===== src/rtl/omega_pkg.sv =====
package omega_pkg;

    // Position reached by the inter-stage rotation: rotate the k-bit index left by one.
    function automatic int shuffle_pos(input int p, input int k);
        return ((p << 1) | (p >> (k - 1))) & ((1 << k) - 1);
    endfunction

endpackage


===== src/rtl/omega_switch.sv =====
module omega_switch (
    input  logic a_vld,     // packet on the upper (even) input
    input  logic a_bit,     // its routing bit for this stage
    input  logic b_vld,     // packet on the lower (odd) input
    input  logic b_bit,
    output logic up_vld,
    output logic up_sel_b,  // upper output carries input b
    output logic dn_vld,
    output logic dn_sel_b,  // lower output carries input b
    output logic b_drop     // input b lost the conflict
);
    logic clash;
    logic a_up, a_dn, b_up, b_dn;

    always_comb begin
        clash    = a_vld & b_vld & (a_bit == b_bit);
        a_up     = a_vld & ~a_bit;
        a_dn     = a_vld &  a_bit;
        b_up     = b_vld & ~b_bit & ~clash;
        b_dn     = b_vld &  b_bit & ~clash;
        up_vld   = a_up | b_up;
        up_sel_b = b_up;
        dn_vld   = a_dn | b_dn;
        dn_sel_b = b_dn;
        b_drop   = clash;
    end
endmodule


===== src/rtl/omega_stage.sv =====
module omega_stage
    import omega_pkg::*;
#(
    parameter int N     = 8,
    parameter int K     = 3,
    parameter int W     = 16,
    parameter int STAGE = 0
) (
    input  logic           clk,
    input  logic           rst_n,
    input  logic [N-1:0]   vld_i,
    input  logic [N*K-1:0] dst_i,
    input  logic [N*K-1:0] src_i,
    input  logic [N*W-1:0] dat_i,
    input  logic [N-1:0]   drop_i,
    output logic [N-1:0]   vld_o,
    output logic [N*K-1:0] dst_o,
    output logic [N*K-1:0] src_o,
    output logic [N*W-1:0] dat_o,
    output logic [N-1:0]   drop_o
);
    localparam int BIT   = K - 1 - STAGE;
    localparam int PAIRS = N / 2;

    logic [N-1:0]     sh_vld;
    logic [N*K-1:0]   sh_dst;
    logic [N*K-1:0]   sh_src;
    logic [N*W-1:0]   sh_dat;
    logic [N-1:0]     nx_vld;
    logic [N*K-1:0]   nx_dst;
    logic [N*K-1:0]   nx_src;
    logic [N*W-1:0]   nx_dat;
    logic [N-1:0]     drop_nx;
    logic [PAIRS-1:0] clash;

    // Rotation wiring in front of the switch column
    for (genvar p = 0; p < N; p++) begin : g_shuffle
        localparam int Q = shuffle_pos(p, K);
        assign sh_vld[Q]         = vld_i[p];
        assign sh_dst[Q*K +: K]  = dst_i[p*K +: K];
        assign sh_src[Q*K +: K]  = src_i[p*K +: K];
        assign sh_dat[Q*W +: W]  = dat_i[p*W +: W];
    end

    // Column of 2x2 elements
    for (genvar j = 0; j < PAIRS; j++) begin : g_pair
        localparam int UP = 2 * j;
        localparam int DN = 2 * j + 1;
        logic up_sel_b;
        logic dn_sel_b;

        omega_switch u_sw (
            .a_vld   (sh_vld[UP]),
            .a_bit   (sh_dst[UP*K + BIT]),
            .b_vld   (sh_vld[DN]),
            .b_bit   (sh_dst[DN*K + BIT]),
            .up_vld  (nx_vld[UP]),
            .up_sel_b(up_sel_b),
            .dn_vld  (nx_vld[DN]),
            .dn_sel_b(dn_sel_b),
            .b_drop  (clash[j])
        );

        assign nx_dst[UP*K +: K] = up_sel_b ? sh_dst[DN*K +: K] : sh_dst[UP*K +: K];
        assign nx_dst[DN*K +: K] = dn_sel_b ? sh_dst[DN*K +: K] : sh_dst[UP*K +: K];
        assign nx_src[UP*K +: K] = up_sel_b ? sh_src[DN*K +: K] : sh_src[UP*K +: K];
        assign nx_src[DN*K +: K] = dn_sel_b ? sh_src[DN*K +: K] : sh_src[UP*K +: K];
        assign nx_dat[UP*W +: W] = up_sel_b ? sh_dat[DN*W +: W] : sh_dat[UP*W +: W];
        assign nx_dat[DN*W +: W] = dn_sel_b ? sh_dat[DN*W +: W] : sh_dat[UP*W +: W];
    end

    // Mark the source port of every packet lost in this column
    always_comb begin
        drop_nx = drop_i;
        for (int j = 0; j < PAIRS; j++) begin
            if (clash[j]) begin
                drop_nx[sh_src[(2*j+1)*K +: K]] = 1'b1;
            end
        end
    end

    always_ff @(posedge clk or negedge rst_n) begin
        if (!rst_n) begin
            vld_o  <= '0;
            drop_o <= '0;
        end else begin
            vld_o  <= nx_vld;
            drop_o <= drop_nx;
        end
    end

    always_ff @(posedge clk) begin
        dst_o <= nx_dst;
        src_o <= nx_src;
        dat_o <= nx_dat;
    end
endmodule


===== src/rtl/omega_net.sv =====
module omega_net
    import omega_pkg::*;
#(
    parameter int  N = 8,
    parameter int  W = 16,
    localparam int K = $clog2(N)
) (
    input  logic           clk,
    input  logic           rst_n,
    input  logic [N-1:0]   in_valid,
    input  logic [N*K-1:0] in_dest,
    input  logic [N*W-1:0] in_data,
    output logic [N-1:0]   out_valid,
    output logic [N*W-1:0] out_data,
    output logic [N-1:0]   in_blocked
);
    // Stage-input bundles, index s feeds stage s
    logic [N-1:0]   vld_c  [K];
    logic [N*K-1:0] dst_c  [K];
    logic [N*K-1:0] src_c  [K];
    logic [N*W-1:0] dat_c  [K];
    logic [N-1:0]   drop_c [K];

    assign vld_c[0]  = in_valid;
    assign dst_c[0]  = in_dest;
    assign dat_c[0]  = in_data;
    assign drop_c[0] = '0;

    for (genvar p = 0; p < N; p++) begin : g_src_tag
        assign src_c[0][p*K +: K] = K'(p);
    end

    for (genvar s = 0; s < K; s++) begin : g_stage
        logic [N-1:0]   vld_q;
        logic [N*K-1:0] dst_q_unused_at_last;
        logic [N*K-1:0] src_q_unused_at_last;
        logic [N*W-1:0] dat_q;
        logic [N-1:0]   drop_q;

        omega_stage #(
            .N    (N),
            .K    (K),
            .W    (W),
            .STAGE(s)
        ) u_stage (
            .clk   (clk),
            .rst_n (rst_n),
            .vld_i (vld_c[s]),
            .dst_i (dst_c[s]),
            .src_i (src_c[s]),
            .dat_i (dat_c[s]),
            .drop_i(drop_c[s]),
            .vld_o (vld_q),
            .dst_o (dst_q_unused_at_last),
            .src_o (src_q_unused_at_last),
            .dat_o (dat_q),
            .drop_o(drop_q)
        );

        if (s < K - 1) begin : g_link
            assign vld_c[s+1]  = vld_q;
            assign dst_c[s+1]  = dst_q_unused_at_last;
            assign src_c[s+1]  = src_q_unused_at_last;
            assign dat_c[s+1]  = dat_q;
            assign drop_c[s+1] = drop_q;
        end else begin : g_exit
            assign out_valid  = vld_q;
            assign out_data   = dat_q;
            assign in_blocked = drop_q;
        end
    end
endmodule


===== config.mk =====
export PLATFORM = sky130hd
export DESIGN_NAME = omega_net
export DESIGN_NICKNAME = d
export VERILOG_FILES = /design/src/rtl/omega_pkg.sv /design/src/rtl/omega_switch.sv /design/src/rtl/omega_stage.sv /design/src/rtl/omega_net.sv
export SDC_FILE = /design/constraint.sdc
export NUM_CORES = 1
export LEC_CHECK = 0
export BUFFER_PORTS_ARGS = -buffer_cell sky130_fd_sc_hd__buf_2
export CAP_MARGIN = 20
export CORE_ASPECT_RATIO = 0.6
export CORE_UTILIZATION = 45
export CTS_CLUSTER_SIZE = 40
export DETAILED_ROUTE_END_ITERATION = 10
export GPL_ROUTABILITY_DRIVEN = 0
export PLACE_DENSITY_LB_ADDON = 0.05
export SYNTH_ARGS = -nofsm -noshare
export SYNTH_HDL_FRONTEND = slang
export SYNTH_SLANG_ARGS = --single-unit

===== constraint.sdc =====
create_clock -name clk -period 3.35 [get_ports clk]
set_input_delay 0.1675 -clock clk [delete_from_list [all_inputs] [get_ports clk]]
set_output_delay 0.1675 -clock clk [all_outputs]
set_load 0.01 [all_outputs]

# Yosys cells after proc, flatten, opt, wreduce, memory -nomap -nowiden
# Index checks and enable logic that the tools add are counted.
# totals
reg_bits,526
latch_bits,0
ram_bits,0
romBits,0
input_bits,162
wordCells,297
mem_count,0
# op_classes
n_addsub,0
n_mul,0
div_mod_pow,0
order_cmp,16
eq_ne,12
shift,0
muxes,84
bitwise,164
reduce_logical,8
# ops
op,n
$mux W16,24
$and A1 B1 Y1,96
$mux W3,31
$mux W8,9
$or A8 B8 Y8,8
$not A1 Y1,36
$lt A3 B4 Y1 const B,8
$demux W1 S3,8
$ge A3 B1 Y1 const B,8
$or A1 B1 Y1,24
$eq A1 B1 Y1,12
$mux W1,9
$logic_and A1 B1 Y1,8
$mux W7,1
$mux W6,1
$mux W5,1

# Depth between registers and ports, before layout
# Gate-level depths: netlist of run 1.
# logic_depth
ltp_word,12
mapped_depth,4
depth_no_buf,4

# By module
# Synthesis of run 1 repeated with hierarchy kept, for this count alone.
# hier_totals
cells_unflattened,1423
hier_area_um2,19562.5
# by_module_without_submodules
module,n_inst,cells_each,area_per_inst_um2,seq_area_each_um2
omega_stage at g_stage[1].u_stage,1,435,6323.6,3923.8
omega_stage at g_stage[2].u_stage,1,434,6319.8,3923.8
omega_stage at g_stage[0].u_stage,1,432,6281.0,3923.8
omega_switch,12,10,52.6,0.0
omega_net,1,2,7.5,0.0

# Least setup slack after synthesis of run 1
# Ideal clock, no wire load.
# synth_path
kind,register -> register
from,register g_stage[1].u_stage.vld_o[3]
to,register g_stage[2].u_stage.dat_o[117]
setup_time_ps,121
arrival_time_ps,1262
slack_ps,1968
stages_incl_launch_ff,4
path_buffers,1
period_less_slack_ps,1382
path_cell_list,dfrtp_1 -> a21oi_2 -> buf_4 -> mux2_2
# synth_between
elab_chain_cells,5
# synth_lines
item,line_no,text
from (decl),omega_stage.sv:16,"output logic [N-1:0] vld_o,"
from (signal assigned),omega_stage.sv:87,vld_o <= nx_vld;
$and A1 B1 Y1 (2 in a row),omega_switch.sv:16,clash = a_vld & b_vld & (a_bit == b_bit);
$not A1 Y1,omega_switch.sv:20,b_dn = b_vld & b_bit & ~clash;
$and A1 B1 Y1,omega_switch.sv:20,
$mux W16,omega_stage.sv:69,assign nx_dat[DN*W +: W] = dn_sel_b ? sh_dat[DN*W +: W] : sh_dat[UP*W +: W];
named net g_stage[2].u_stage.nx_dat[117],omega_stage.sv:32,logic [N*W-1:0] nx_dat;
to (signal assigned),omega_stage.sv:95,dat_o <= nx_dat;
to (decl),omega_stage.sv:19,"output logic [N*W-1:0] dat_o,"
# The timed path passes the listed nets, and every way through them passes these cells.

# Worst setup path in the final report of run 1
# layout_path
from,input port in_dest[20]
to,register g_stage[0].u_stage.dat_o[66]
# layout_between
elab_chain_cells,5
elab_cells_between_ends,7
classes_between,eq/ne (1); mux (1); bitwise (5)
# layout_lines
item,line_no,text
from (decl),omega_net.sv:11,"input logic [N*K-1:0] in_dest,"
$eq A1 B1 Y1,omega_switch.sv:16,
$and A1 B1 Y1,omega_switch.sv:16,
$not A1 Y1,omega_switch.sv:19,b_up = b_vld & ~b_bit & ~clash;
$and A1 B1 Y1 *,omega_switch.sv:19,
$mux W16 *,omega_stage.sv:68,assign nx_dat[UP*W +: W] = up_sel_b ? sh_dat[DN*W +: W] : sh_dat[UP*W +: W];
named net g_stage[0].u_stage.nx_dat[66],omega_stage.sv:32,
to (signal assigned),omega_stage.sv:95,
to (decl),omega_stage.sv:19,
# The timed path passes the listed nets; every way through them passes the cells marked *.

==> results of run 1 <==
[flip-flops by register name (all words and copies together) (netlist names)]
signal and count:
g_stage.u_stage.dst_o 24, g_stage.u_stage.vld_o 24, g_stage.u_stage.dat_o 384, g_stage.u_stage.src_o 14, g_stage.u_stage.drop_o 17
[through the flow]
step	total power, mW	util, %
after global routing	13.7	62.4
final	13.1	62.4
after floorplan	7.55	-
after global placement	8.26	51.5
after detailed placement	8.27	51.5
after CTS	13.3	62.2
[critical path: stages]
cell and delay, ps:
dlygate4sd3_1 530, buf_2 140, nand2b_1 190, a21oi_4 730
mux2_2 420, dlygate4sd3_1 560
[Yosys cell counts, drive strengths merged]
cell / instances / area (um^2)
dfrtp: 41 / 1030
xnor2: 11 / 96.3
nor2: 2 / 7.51
nand2: 18 / 67.6
xor2: 1 / 8.76
and3: 7 / 43.8
a41oi: 2 / 17.5
nand2b: 12 / 75.1
o22ai: 2 / 12.5
nand3: 8 / 40.0
nor3: 1 / 5.00
o21ai: 26 / 130
nor4: 2 / 12.5
conb: 1 / 3.75
buf: 25 / 295
o211ai: 2 / 15.0
inv: 30 / 113
dfxtp: 422 / 8450
mux2: 412 / 4850
a21oi: 25 / 358
nor4b: 1 / 8.76
a31oi: 6 / 37.5
[worst max path at each step]
stage                                            from                       endpoint  slack [ps]  cells past startpoint
after floorplan           g_stage[1].u_stage.vld_o[3]  g_stage[2].u_stage.dat_o[117]        1970                      3
after global placement    g_stage[1].u_stage.vld_o[2]   g_stage[2].u_stage.dat_o[91]        1510                      2
after detailed placement  g_stage[1].u_stage.vld_o[2]   g_stage[2].u_stage.dat_o[92]        1450                      2
after CTS                                 in_dest[20]   g_stage[0].u_stage.dat_o[66]        1090                      6
after global routing                      in_dest[20]   g_stage[0].u_stage.dat_o[66]         970                      6
final                                     in_dest[20]   g_stage[0].u_stage.dat_o[66]        1020                      6
[layout by cell type, fill, tap and decap left out, drive strengths merged, types with 7 or more instances in the layout]
| cell type | n |
|---|---|
| nand2b | 12 |
| dfrtp | 41 |
| xnor2 | 11 |
| o21ai | 26 |
| buf | 310 |
| dfxtp | 422 |
| and3 | 7 |
| dlygate4sd3 | 228 |
| clkbuf | 67 |
| nand3 | 8 |
| mux2 | 412 |
| nand2 | 18 |
| inv | 31 |
| a21oi | 25 |
[power breakdown]
part           total, mW  leakage, nW  switching [mW]  internal, mW
clock               4.75        0.672            2.01          2.74
combinational       1.90         4.31           0.819          1.08
sequential          6.49         4.08           0.312          6.17
[kinds of logic after synthesis]
| family | after synthesis | share of synthesized area, % |
|---|---|---|
| compound gates | 63 | 3.64 |
| other cells | 1 | 0.0239 |
| xor+xnor | 12 | 0.671 |
| simple gates | 51 | 1.66 |
| flops | 463 | 60.5 |
| mux | 412 | 30.9 |
| buf+inv | 55 | 2.60 |
[layer usage]
metal  routed length [um]  GRT usage (%)  part of all wire [%]  vias to the layer above
met5                    0              0                     0                        -
met4                  660           5.31                   1.6                        0
met3                 2040           4.45                   4.9                       49
met2                20800           40.6                    50                      238
met1                18000           28.5                    43                     4943
li1                     -              -                     -                     4830
[final cells by class]
class,instances,area share (%)
sequential,463,44.7
multi-input combinational,539,27.3
timing repair buffer,538,18.3
clock buffer,67,6.14
tap,459,2.71
inverter,30,0.532
clock inverter,7,0.301
antenna,2,0.0236
==> summary.txt, run 1 <==
Global routing
  – Vias in the first global route: 10600
  – Global-route wire length before repair: 60400 um
  – Gr ovfl total: 0
  – Gr usage total: 22.8%
  – Pin count of the biggest net entering global routing: 42
  – Initial antenna violation count: 2

STA
  – Fin crit period: 2330 ps
  – Final hold vios: 0
  – Finish-stage setup viols: 0
  – Relative slew slack: 33.8%
  – Slew @ Worst Pin: 991 ps
  – Setup Skew: 13.7 ps
  – RSZ-0062 raised after global routing: false
  – FMAX: 0.429 GHz
  – Crit share post-route: 69.5%
  – Hold WS: 34.7 ps
  – Setup tns final: 0 ps
  – Min setup slack post-route: 1020 ps
  – Final Max Tran Viols: 0

Route
  – DR vias: 10100
  – Final WL: 41500 um
  – Vias per cell: 4.78
  – Wire length per cell: 19.7 um
  – Iteration-0 DRC Markers: 414
  – Drt drc: 0
  – Detail Route Antenna Nets: 0
  – Drt pass-1 iters: 4

CTS
  – Clk_lat worst skew: 540 ps
  – Hold_buf cts: 227
  – Clk pin slew, worst setup/hold paths: 70 ps
  – Clock sinks: 463
  – H-tree depth: 2
  – CTS tree: yes
  – Clk root buf: clkbuf_16
  – # resized after CTS: 0
  – # Post-CTS Setup Buffers: 0
  – Clk buf depth: 3
  – Total CTS buffers: 42

Setup path
  – CP Launch Type: input port
  – Critical Path Sink Type: flop
  – Crit path max fanout: 19
  – Worst Reg-to-Reg Cells: 3
  – Worst reg2reg path startpoint: g_stage[0].u_stage.dst_o[7]
  – Flop2flop setup slack: 1540 ps
  – Setup CP Type: input port to flop
  – Critical Path RT: 3770 ps
  – Crit path DAT: 2750 ps
  – Reg-to-reg endpoint: g_stage[1].u_stage.dat_o[67]

Synthesis
  – Cell count after synthesis: 1057
  – Seq/Total Area, Yosys: 60.5%
  – FF+latch count, synth: 463
  – Number of distinct library cells after synthesis: 30
  – Mean Syn Cell Area: 14.8 um^2
  – Synth Warn #: 0
  – Syn_nets: 1219
  – Post-Syn Area: 15700 um^2

Worst hold path
  – Worst min path class: input port to flop
  – Hold Path Origin: in_valid[1]
  – WHS Path Cells: 2
  – Hold Path End: g_stage[0].u_stage.drop_o[5]

Floorplan
  – Die W: 243 um
  – Total core area: 34000 um^2
  – Die area: 35600 um^2
  – Ports: 306
  – Die height: 147 um
  – Initial Util: 46.1%
  – # rows: 52

Place
  – Placed Instances: 1798
  – Worst slack at placement: 1450 ps
  – DP Area: 17500 um^2
  – DPL Wire Length: 29400 um
  – PortBufs: 304

Cells and area
  – Area delta synth->final: 35.2%
  – Share of layout cells above drive strength 1: 49.3%
  – Fin nets: 1776
  – Multi-input logic area: 5790 um^2
  – Post-Layout Cell Count: 2105
  – Filler cell count: 2687
  – Final instance area: 21200 um^2
  – Storage element area: 9470 um^2

Power
  – Pwr/cell area: 620 nW/um^2
  – VDD IR-drop max: 0.308 mV
  – Static Leak: 9.06 nW

Job
  – MaxCap Viol Count: 0

Status
  – Outcome: finished, final reports clean
Power figures use the tool's default switching activity.
==> run 2: changes to the inputs <==
--- a/config.mk
+++ b/config.mk
@@ -5,6 +5,7 @@
 export SDC_FILE = /design/constraint.sdc
 export NUM_CORES = 1
 export LEC_CHECK = 0
+export ABC_AREA = 1
 export BUFFER_PORTS_ARGS = -buffer_cell sky130_fd_sc_hd__buf_2
 export CAP_MARGIN = 20
 export CORE_ASPECT_RATIO = 0.6
==> constraint.sdc (replaced) <==
create_clock -name clk -period 2.3 [get_ports clk]
set_input_delay 0.115 -clock clk [delete_from_list [all_inputs] [get_ports clk]]
set_output_delay 0.115 -clock clk [all_outputs]
set_load 0.01 [all_outputs]
==> run 2 against run 1 <==
Net effect: clock power up 70%; routed wire length up 19%; utilization increased by 0.39 points; final cell count increased by 33%; via count is 35% higher; flip-flop and latch count unchanged; sequential power up 49%; highest routed layer unchanged.
==> summary.txt, run 2 <==
Status
  – Outcome: finished, final reports clean (unchanged)

Synthesis
  – Synth Flop Type: dfxtp_1 (unchanged)
  – Post-Syn Area: 15800 um^2 (was 15700 um^2)
  – Top cells by count, synth: nand2_1 (480), dfxtp_1 (422), o21ai_1 (301) (was dfxtp_1 (422), mux2_2 (354), mux2_4 (55))
  – Multiplexer area fraction after synthesis: 0% (was 30.9%)
  – Top-count cell post-synth: nand2_1 (was dfxtp_1)
  – Number of distinct library cells after synthesis: 29 (was 30)
  – FF+latch count, synth: 463 (unchanged)
  – Async SR Flop Fraction: 8.86% (unchanged)
  – Cell count after synthesis: 1785 (was 1057)
  – Post-synth EDFFs: 0 (unchanged)
  – Syn_nets: 1947 (was 1219)
  – Yosys top cell area share: 53.4% (was 53.9%)
  – Synth Area in Compound Gates: 15.5% (was 3.64%)
  – Synth Area in Simple Gates: 14.6% (was 1.66%)
  – Synth area leaders: dfxtp_1 (53%), nand2_1 (11%), o21ai_1 (9.5%) (was dfxtp_1 (54%), mux2_2 (25%), dfrtp_1 (6.5%))
  – Post-synth top area cell: dfxtp_1 (unchanged)
  – Mean Syn Cell Area: 8.86 um^2 (was 14.8 um^2)
  – Seq/Total Area, Yosys: 59.9% (was 60.5%)
  – Synth Area in Adders: 0% (unchanged)
  – Synth Warn #: 0 (unchanged)
  – Post-Synth XOR/XNOR Area: 0% (was 0.671%)
  – Largest family of logic cells by synthesized area: compound AO/OA/AOI/OAI gates (was multiplexers)

Global routing
  – Vias in the first global route: 12800 (was 10600)
  – Gr usage total: 27.0% (was 22.8%)
  – Pin count of the biggest net entering global routing: 39 (was 42)
  – Gr ovfl total: 0 (unchanged)
  – Initial antenna violation count: 3 (was 2)
  – Global-route wire length before repair: 72800 um (was 60400 um)

Setup path
  – CP Launch Type: input port (unchanged)
  – Worst Reg-to-Reg Cells: 3 (unchanged)
  – Slowest stage cell, crit path: dlygate4sd3_1 (was a21oi_4)
  – Critical path depth: 8 (was 6)
  – Crit path max fanout: 22 (was 19)
  – Setup CP Type: input port to flop (unchanged)
  – Worst path max stage delay: 570 ps (was 730 ps)
  – Crit path DAT: 2380 ps (was 2750 ps)
  – Critical path, cell by cell: dlygate4sd3_1 -> buf_2 -> nand2_1 -> nand3_2 -> buf_4 -> nand2_1 -> o21ai_0 -> dlygate4sd3_1 (was dlygate4sd3_1 -> buf_2 -> nand2b_1 -> a21oi_4 -> mux2_2 -> dlygate4sd3_1)
  – Critical Path RT: 2730 ps (was 3770 ps)
  – CP delay by family, top: buffers and inverters (unchanged)
  – WP buf/inv: 4 (was 3)
  – Critical Path Sink Type: flop (unchanged)

Cells and area
  – Antenna diodes: 0 (was 2)
  – Share of layout cells above drive strength 1: 22.2% (was 49.3%)
  – Final instance area: 21400 um^2 (was 21200 um^2)
  – Most flops, register: g_stage.u_stage.dat_o (unchanged)
  – Post-Layout Cell Count: 2798 (was 2105)
  – Most frequent cells in the layout: nand2_1 (479), dfxtp_1 (422), buf_2 (304), o21ai_1 (301), inv_1 (245) (was dfxtp_1 (422), mux2_2 (354), buf_2 (304), dlygate4sd3_1 (228), mux2_4 (55))
  – Most common cell after layout, fill and taps aside: nand2_1 (was dfxtp_1)
  – Post-Route Utilization: 62.8% (was 62.4%)
  – Fin nets: 2467 (was 1776)
  – Max reg flops: 384 (unchanged)
  – Area delta synth->final: 35.5% (was 35.2%)
  – Largest registers: g_stage.u_stage.dat_o (384), g_stage.u_stage.dst_o (24), g_stage.u_stage.vld_o (24) (unchanged)

Place
  – DP Area: 17400 um^2 (was 17500 um^2)
  – Placed Instances: 2482 (was 1798)
  – Worst slack at placement: 688 ps (was 1450 ps)
  – DPL Wire Length: 35800 um (was 29400 um)
  – PortBufs: 304 (unchanged)

CTS
  – Clock sinks: 463 (unchanged)
  – H-tree depth: 2 (unchanged)
  – Clk_lat worst skew: 550 ps (was 540 ps)
  – Clk buf depth: 3 (unchanged)
  – Total CTS buffers: 43 (was 42)
  – Clk root buf: clkbuf_16 (unchanged)
  – Clk pin slew, worst setup/hold paths: 60 ps (was 70 ps)
  – # Post-CTS Setup Buffers: 0 (unchanged)
  – CTS tree: yes (unchanged)

Power
  – VDD IR-drop max: 0.570 mV (was 0.308 mV)
  – Static Leak: 10.9 nW (was 9.06 nW)
  – Overall power: 20.7 mW (was 13.1 mW)
  – Pwr/cell area: 967 nW/um^2 (was 620 nW/um^2)

Floorplan
  – # rows: 52 (unchanged)
  – Die area: 35900 um^2 (was 35600 um^2)
  – Total core area: 34200 um^2 (was 34000 um^2)
  – Die height: 147 um (about the same)
  – Ports: 306 (unchanged)
  – Die W: 244 um (was 243 um)
  – Initial Util: 46.3% (was 46.1%)

Route
  – Wire length per cell: 17.7 um (was 19.7 um)
  – Detail Route Antenna Nets: 0 (unchanged)
  – Drt drc: 0 (unchanged)
  – DR vias: 13500 (was 10100)
  – Iteration-0 DRC Markers: 1093 (was 414)
  – Drt pass-1 iters: 7 (was 4)
  – Final WL: 49500 um (was 41500 um)
  – Vias per cell: 4.84 (was 4.78)

STA
  – Final hold vios: 0 (unchanged)
  – FMAX: 0.512 GHz
  – Crit share post-route: 85.0%
  – Min setup slack post-route: 346 ps (was 1020 ps)
  – Final Max Tran Viols: 0 (unchanged)
  – Relative slew slack: 53.4% (was 33.8%)
  – Hold WS: 39.8 ps (was 34.7 ps)
  – Fin crit period: 1950 ps
  – Setup tns final: 0 ps (unchanged)
  – Finish-stage setup viols: 0 (unchanged)
  – Setup Skew: 15.1 ps (was 13.7 ps)
  – Slew @ Worst Pin: 698 ps (was 991 ps)
  – RSZ-0062 raised after global routing: false (unchanged)

Worst hold path
  – Worst min path class: input port to async pin (was input port to flop)

Job
  – MaxCap Viol Count: 0 (unchanged)
run 2: path summary, 6_finish.rpt:
path,start,end,slack [ps]
worst max-delay path,in_dest[5],g_stage[0].u_stage.dat_o[59],350
worst min-delay path,rst_n,g_stage[2].u_stage.drop_o[2],40
worst max register to register,g_stage[1].u_stage.vld_o[3],g_stage[2].u_stage.dat_o[119],700
worst min register to register,g_stage[0].u_stage.drop_o[5],g_stage[1].u_stage.drop_o[5],350
max in group asynchronous,rst_n,g_stage[1].u_stage.vld_o[0],1490
min in group clk,in_valid[7],g_stage[0].u_stage.src_o[23],130
run 2: power by group:
group	internal, mW	total [mW]	switching (mW)
combinational	1.25	2.99	1.74
sequential	9.07	9.66	0.596
clock	5.02	8.07	3.06
total	15.3	20.7	5.39
run 2: logic make-up (layout without fill, tap and decap cells):
family | Yosys count | after routing
DFF | 463 | 463
AOI/OAI and AO/OA | 428 | 428
buffers and inverters | 337 | 891
and+or+nand+nor | 556 | 556
other | 1 | 1
run 2: layout make-up:
type	count	area (um^2)
clock inverters	20	355
fillers	2871	12700
multi-input cells	985	4770
clock buffers	59	1280
repair buffers	558	4030
inverters	254	953
flip-flops and latches	463	9470
well taps	459	574
run 2: worst reg2reg max path, cell delays in order, from the launching register on:
cell,delay (ps)
dfrtp_1,410
nand2_1,110
nand3_2,520
o21ai_1,460
run 2: layer usage:
layer,vias to the layer above,GRT usage (%),part of all wire [%]
li1,6634,-,-
met1,6347,39.6,47
met2,482,42.0,44
met3,71,4.17,7.2
met4,0,5.97,1.7
met5,-,0,0
run 2: repair_timing:
item | 4_1_cts | 5_1_grt
hold buffers | 237 | 0
gates resized for setup | 0 | 1
setup endpoints to repair | 0 | 1
endpoints found under the hold margin | 197 | 0
==> run 3: changes to the inputs <==
--- a/config.mk
+++ b/config.mk
@@ -5,7 +5,7 @@
 export SDC_FILE = /design/constraint.sdc
 export NUM_CORES = 1
 export LEC_CHECK = 0
-export ABC_AREA = 1
+export ABC_AREA = 0
 export BUFFER_PORTS_ARGS = -buffer_cell sky130_fd_sc_hd__buf_2
 export CAP_MARGIN = 20
 export CORE_ASPECT_RATIO = 0.6
==> constraint.sdc (replaced) <==
create_clock -name clk -period 1.84 [get_ports clk]
set_input_delay 0.092 -clock clk [delete_from_list [all_inputs] [get_ports clk]]
set_output_delay 0.092 -clock clk [all_outputs]
set_load 0.01 [all_outputs]
==> run 3 against run 2 <==
Net effect: largest cell class unchanged; critical path depth down 1; non-clock buffer count up 13; hold slack worse by 46 ps; flip-flop and latch count unchanged; utilization up 0.70 points; the run now ends with negative hold slack left; first-iteration DRC count down 69%; via count down 25%; critical endpoint is now g_stage[0].u_stage.dat_o[72]; die area down 0.98%; design area up 0.54%; final cell count down 24%.
==> summary.txt, run 3 (synthesis results as in run 1) <==
STA
  – Final hold vios: 1 (was 0)
  – Min setup slack post-route: 12.9 ps (was 346 ps)
  – Crit share post-route: 99.3%
  – Hold WS: -6.62 ps (was 39.8 ps)
  – Fin crit period: 1830 ps
  – RSZ-0062 raised after global routing: false (unchanged)
  – Setup tns final: 0 ps (unchanged)
  – Final Max Tran Viols: 0 (unchanged)
  – FMAX: 0.547 GHz
  – Setup Skew: 14.2 ps (was 15.1 ps)
  – Finish-stage setup viols: 0 (unchanged)

Power
  – Switching share of power: 23.5% (was 26.0%)
  – Power share of the sequential group: 48.7% (was 46.6%)
  – Switching power of the nets: 5.69 mW (was 5.39 mW)
  – Overall power: 24.2 mW (was 20.7 mW)
  – Pwr/cell area: 1120 nW/um^2 (was 967 nW/um^2)
  – Static Leak: 9.25 nW (was 10.9 nW)
  – VDD IR-drop max: 0.593 mV (was 0.570 mV)
  – Comb power frac: 14.7% (was 14.4%)
  – Int Power: 18.5 mW (was 15.3 mW)
  – Clk pwr share: 36.6% (was 39.0%)

Job
  – MaxCap Viol Count: 0 (unchanged)

Cells and area
  – Most flops, register: g_stage.u_stage.dat_o (unchanged)
  – Largest registers: g_stage.u_stage.dat_o (384), g_stage.u_stage.dst_o (24), g_stage.u_stage.vld_o (24) (unchanged)
  – Post-Layout Cell Count: 2138 (was 2798)
  – Post-Route Utilization: 63.5% (was 62.8%)
  – Max reg flops: 384 (unchanged)
  – Fin nets: 1809 (was 2467)
  – Most common cell after layout, fill and taps aside: dfxtp_1 (was nand2_1)
  – Share of layout cells above drive strength 1: 49.7% (was 22.2%)
  – Most frequent cells in the layout: dfxtp_1 (422), mux2_2 (354), buf_2 (304), dlygate4sd3_1 (238), mux2_4 (55) (was nand2_1 (479), dfxtp_1 (422), buf_2 (304), o21ai_1 (301), inv_1 (245))
  – Filler cell count: 2655 (was 2871)
  – Area delta synth->final: 37.6% (was 35.5%)
  – Final instance area: 21600 um^2 (was 21400 um^2)

Global routing
  – Vias in the first global route: 10900 (was 12800)
  – Initial antenna violation count: 3 (unchanged)
  – Global-route wire length before repair: 62000 um (was 72800 um)
  – Gr ovfl total: 0 (unchanged)
  – Gr usage total: 23.1% (was 27.0%)
  – Pin count of the biggest net entering global routing: 20 (was 39)

Route
  – Final WL: 41400 um (was 49500 um)
  – Wire length per cell: 19.4 um (was 17.7 um)
  – Detail Route Antenna Nets: 0 (unchanged)
  – Met3 WL post-DR: 1740 um (was 3550 um)
  – Vias per cell: 4.76 (was 4.84)
  – Drt pass-1 iters: 6 (was 7)
  – DR vias: 10200 (was 13500)
  – Drt drc: 0 (unchanged)
  – Highest metal used: met5 (was met4)
  – DRT met1 WL: 18400 um (was 23400 um)
  – Iteration-0 DRC Markers: 343 (was 1093)
  – Met2 Routed Length: 20700 um (was 21700 um)

Setup path
  – CP Launch Type: input port (unchanged)
  – Reg-to-reg endpoint: g_stage[2].u_stage.dat_o[74] (was g_stage[2].u_stage.dat_o[119])
  – Worst Reg-to-Reg Cells: 4 (was 3)
  – Worst reg2reg path startpoint: g_stage[1].u_stage.dst_o[6] (was g_stage[1].u_stage.vld_o[3])
  – Flop2flop setup slack: 380 ps (was 700 ps)
  – Critical Path RT: 2250 ps (was 2730 ps)
  – Critical Path Sink Type: flop (unchanged)
  – Setup CP Type: input port to flop (unchanged)
  – Crit path max fanout: 10 (was 22)
  – Crit path DAT: 2240 ps (was 2380 ps)

Place
  – DP Area: 17700 um^2 (was 17400 um^2)
  – Worst slack at placement: 410 ps (was 688 ps)
  – DPL Wire Length: 29700 um (was 35800 um)
  – PortBufs: 304 (unchanged)
  – Placed Instances: 1824 (was 2482)

Floorplan
  – Die W: 243 um (was 244 um)
  – Initial Util: 46.1% (was 46.3%)
  – Total core area: 34000 um^2 (was 34200 um^2)
  – Ports: 306 (unchanged)
  – Die area: 35600 um^2 (was 35900 um^2)
  – # rows: 52 (unchanged)
  – Die height: 147 um (about the same)

CTS
  – Clock sinks: 463 (unchanged)
  – Clk_lat worst skew: 540 ps (was 550 ps)
  – Clk pin slew, worst setup/hold paths: 60 ps (about the same)
  – Clk root buf: clkbuf_16 (unchanged)
  – H-tree depth: 2 (unchanged)
  – Clk buf depth: 3 (unchanged)
  – Total CTS buffers: 42 (was 43)
  – CTS tree: yes (unchanged)

Status
  – Outcome: complete, but fails checks (was finished, final reports clean)
  – Failing checks: negative hold slack

Worst hold path
  – Hold Path Origin: in_dest[14]
  – WHS Path Cells: 3
  – Worst min path class: input port to flop (was input port to async pin)
  – Hold Path End: g_stage[0].u_stage.vld_o[1]
[run 3: area by class of cell]
type                    instances  area [um^2]  share of cell area (%)
diodes                          2         5.00                  0.0232
repair buffers                571         4190                    19.4
clock buffers                  67         1300                    6.03
multi-input cells             539         5790                    26.8
well taps                     459          574                    2.66
inverters                      30          113                   0.522
flip-flops and latches        463         9470                    43.9
clock inverters                 7          113                   0.522
[run 3: worst max-delay path, stage by stage]
cell	delay, ps
dlygate4sd3_1	540
buf_2	140
nand2b_1	180
a21oi_4	170
buf_6	210
mux2_4	320
dlygate4sd3_1	580
[run 3: how the worst max path moves through the flow]
stage / depth (start not counted) / to / slack, ps / startpoint
after detailed placement: 4 / g_stage[1].u_stage.dat_o[32] / 410 / g_stage[0].u_stage.dst_o[4]
final: 7 / g_stage[0].u_stage.dat_o[72] / 10 / in_dest[20]
after floorplan: 3 / g_stage[2].u_stage.dat_o[117] / 460 / g_stage[1].u_stage.vld_o[3]
after CTS: 7 / g_stage[0].u_stage.dat_o[6] / 30 / in_valid[4]
after global placement: 4 / g_stage[2].u_stage.dat_o[74] / 400 / g_stage[1].u_stage.dst_o[6]
after global routing: 7 / g_stage[0].u_stage.dat_o[33] / 0.9 / in_valid[5]
[run 3: what timing repair did]
item / 4_1_cts / 5_1_grt
setup buffers: 0 / 0
endpoints found under the setup margin: 0 / 43
hold buffers: 237 / 1
hold endpoints to repair: 197 / 1
resized for setup: 0 / 9
[run 3: metal layers]
metal,vias to the layer above,global-route usage (%)
met2,246,40.7
met5,-,0
met3,50,4.19
met4,2,5.16
li1,4897,-
met1,4990,29.4
[run 3: power groups by stage]
| stage | sequential [mW] | clock [mW] | combinational (mW) |
|---|---|---|---|
| global placement | 12.0 | 0 | 3.06 |
| finish | 11.8 | 8.88 | 3.55 |
| floorplan | 12.1 | 0 | 1.62 |
| global route | 11.9 | 9.52 | 3.80 |
| CTS | 11.8 | 9.07 | 3.55 |
| detailed placement | 12.0 | 0 | 3.09 |
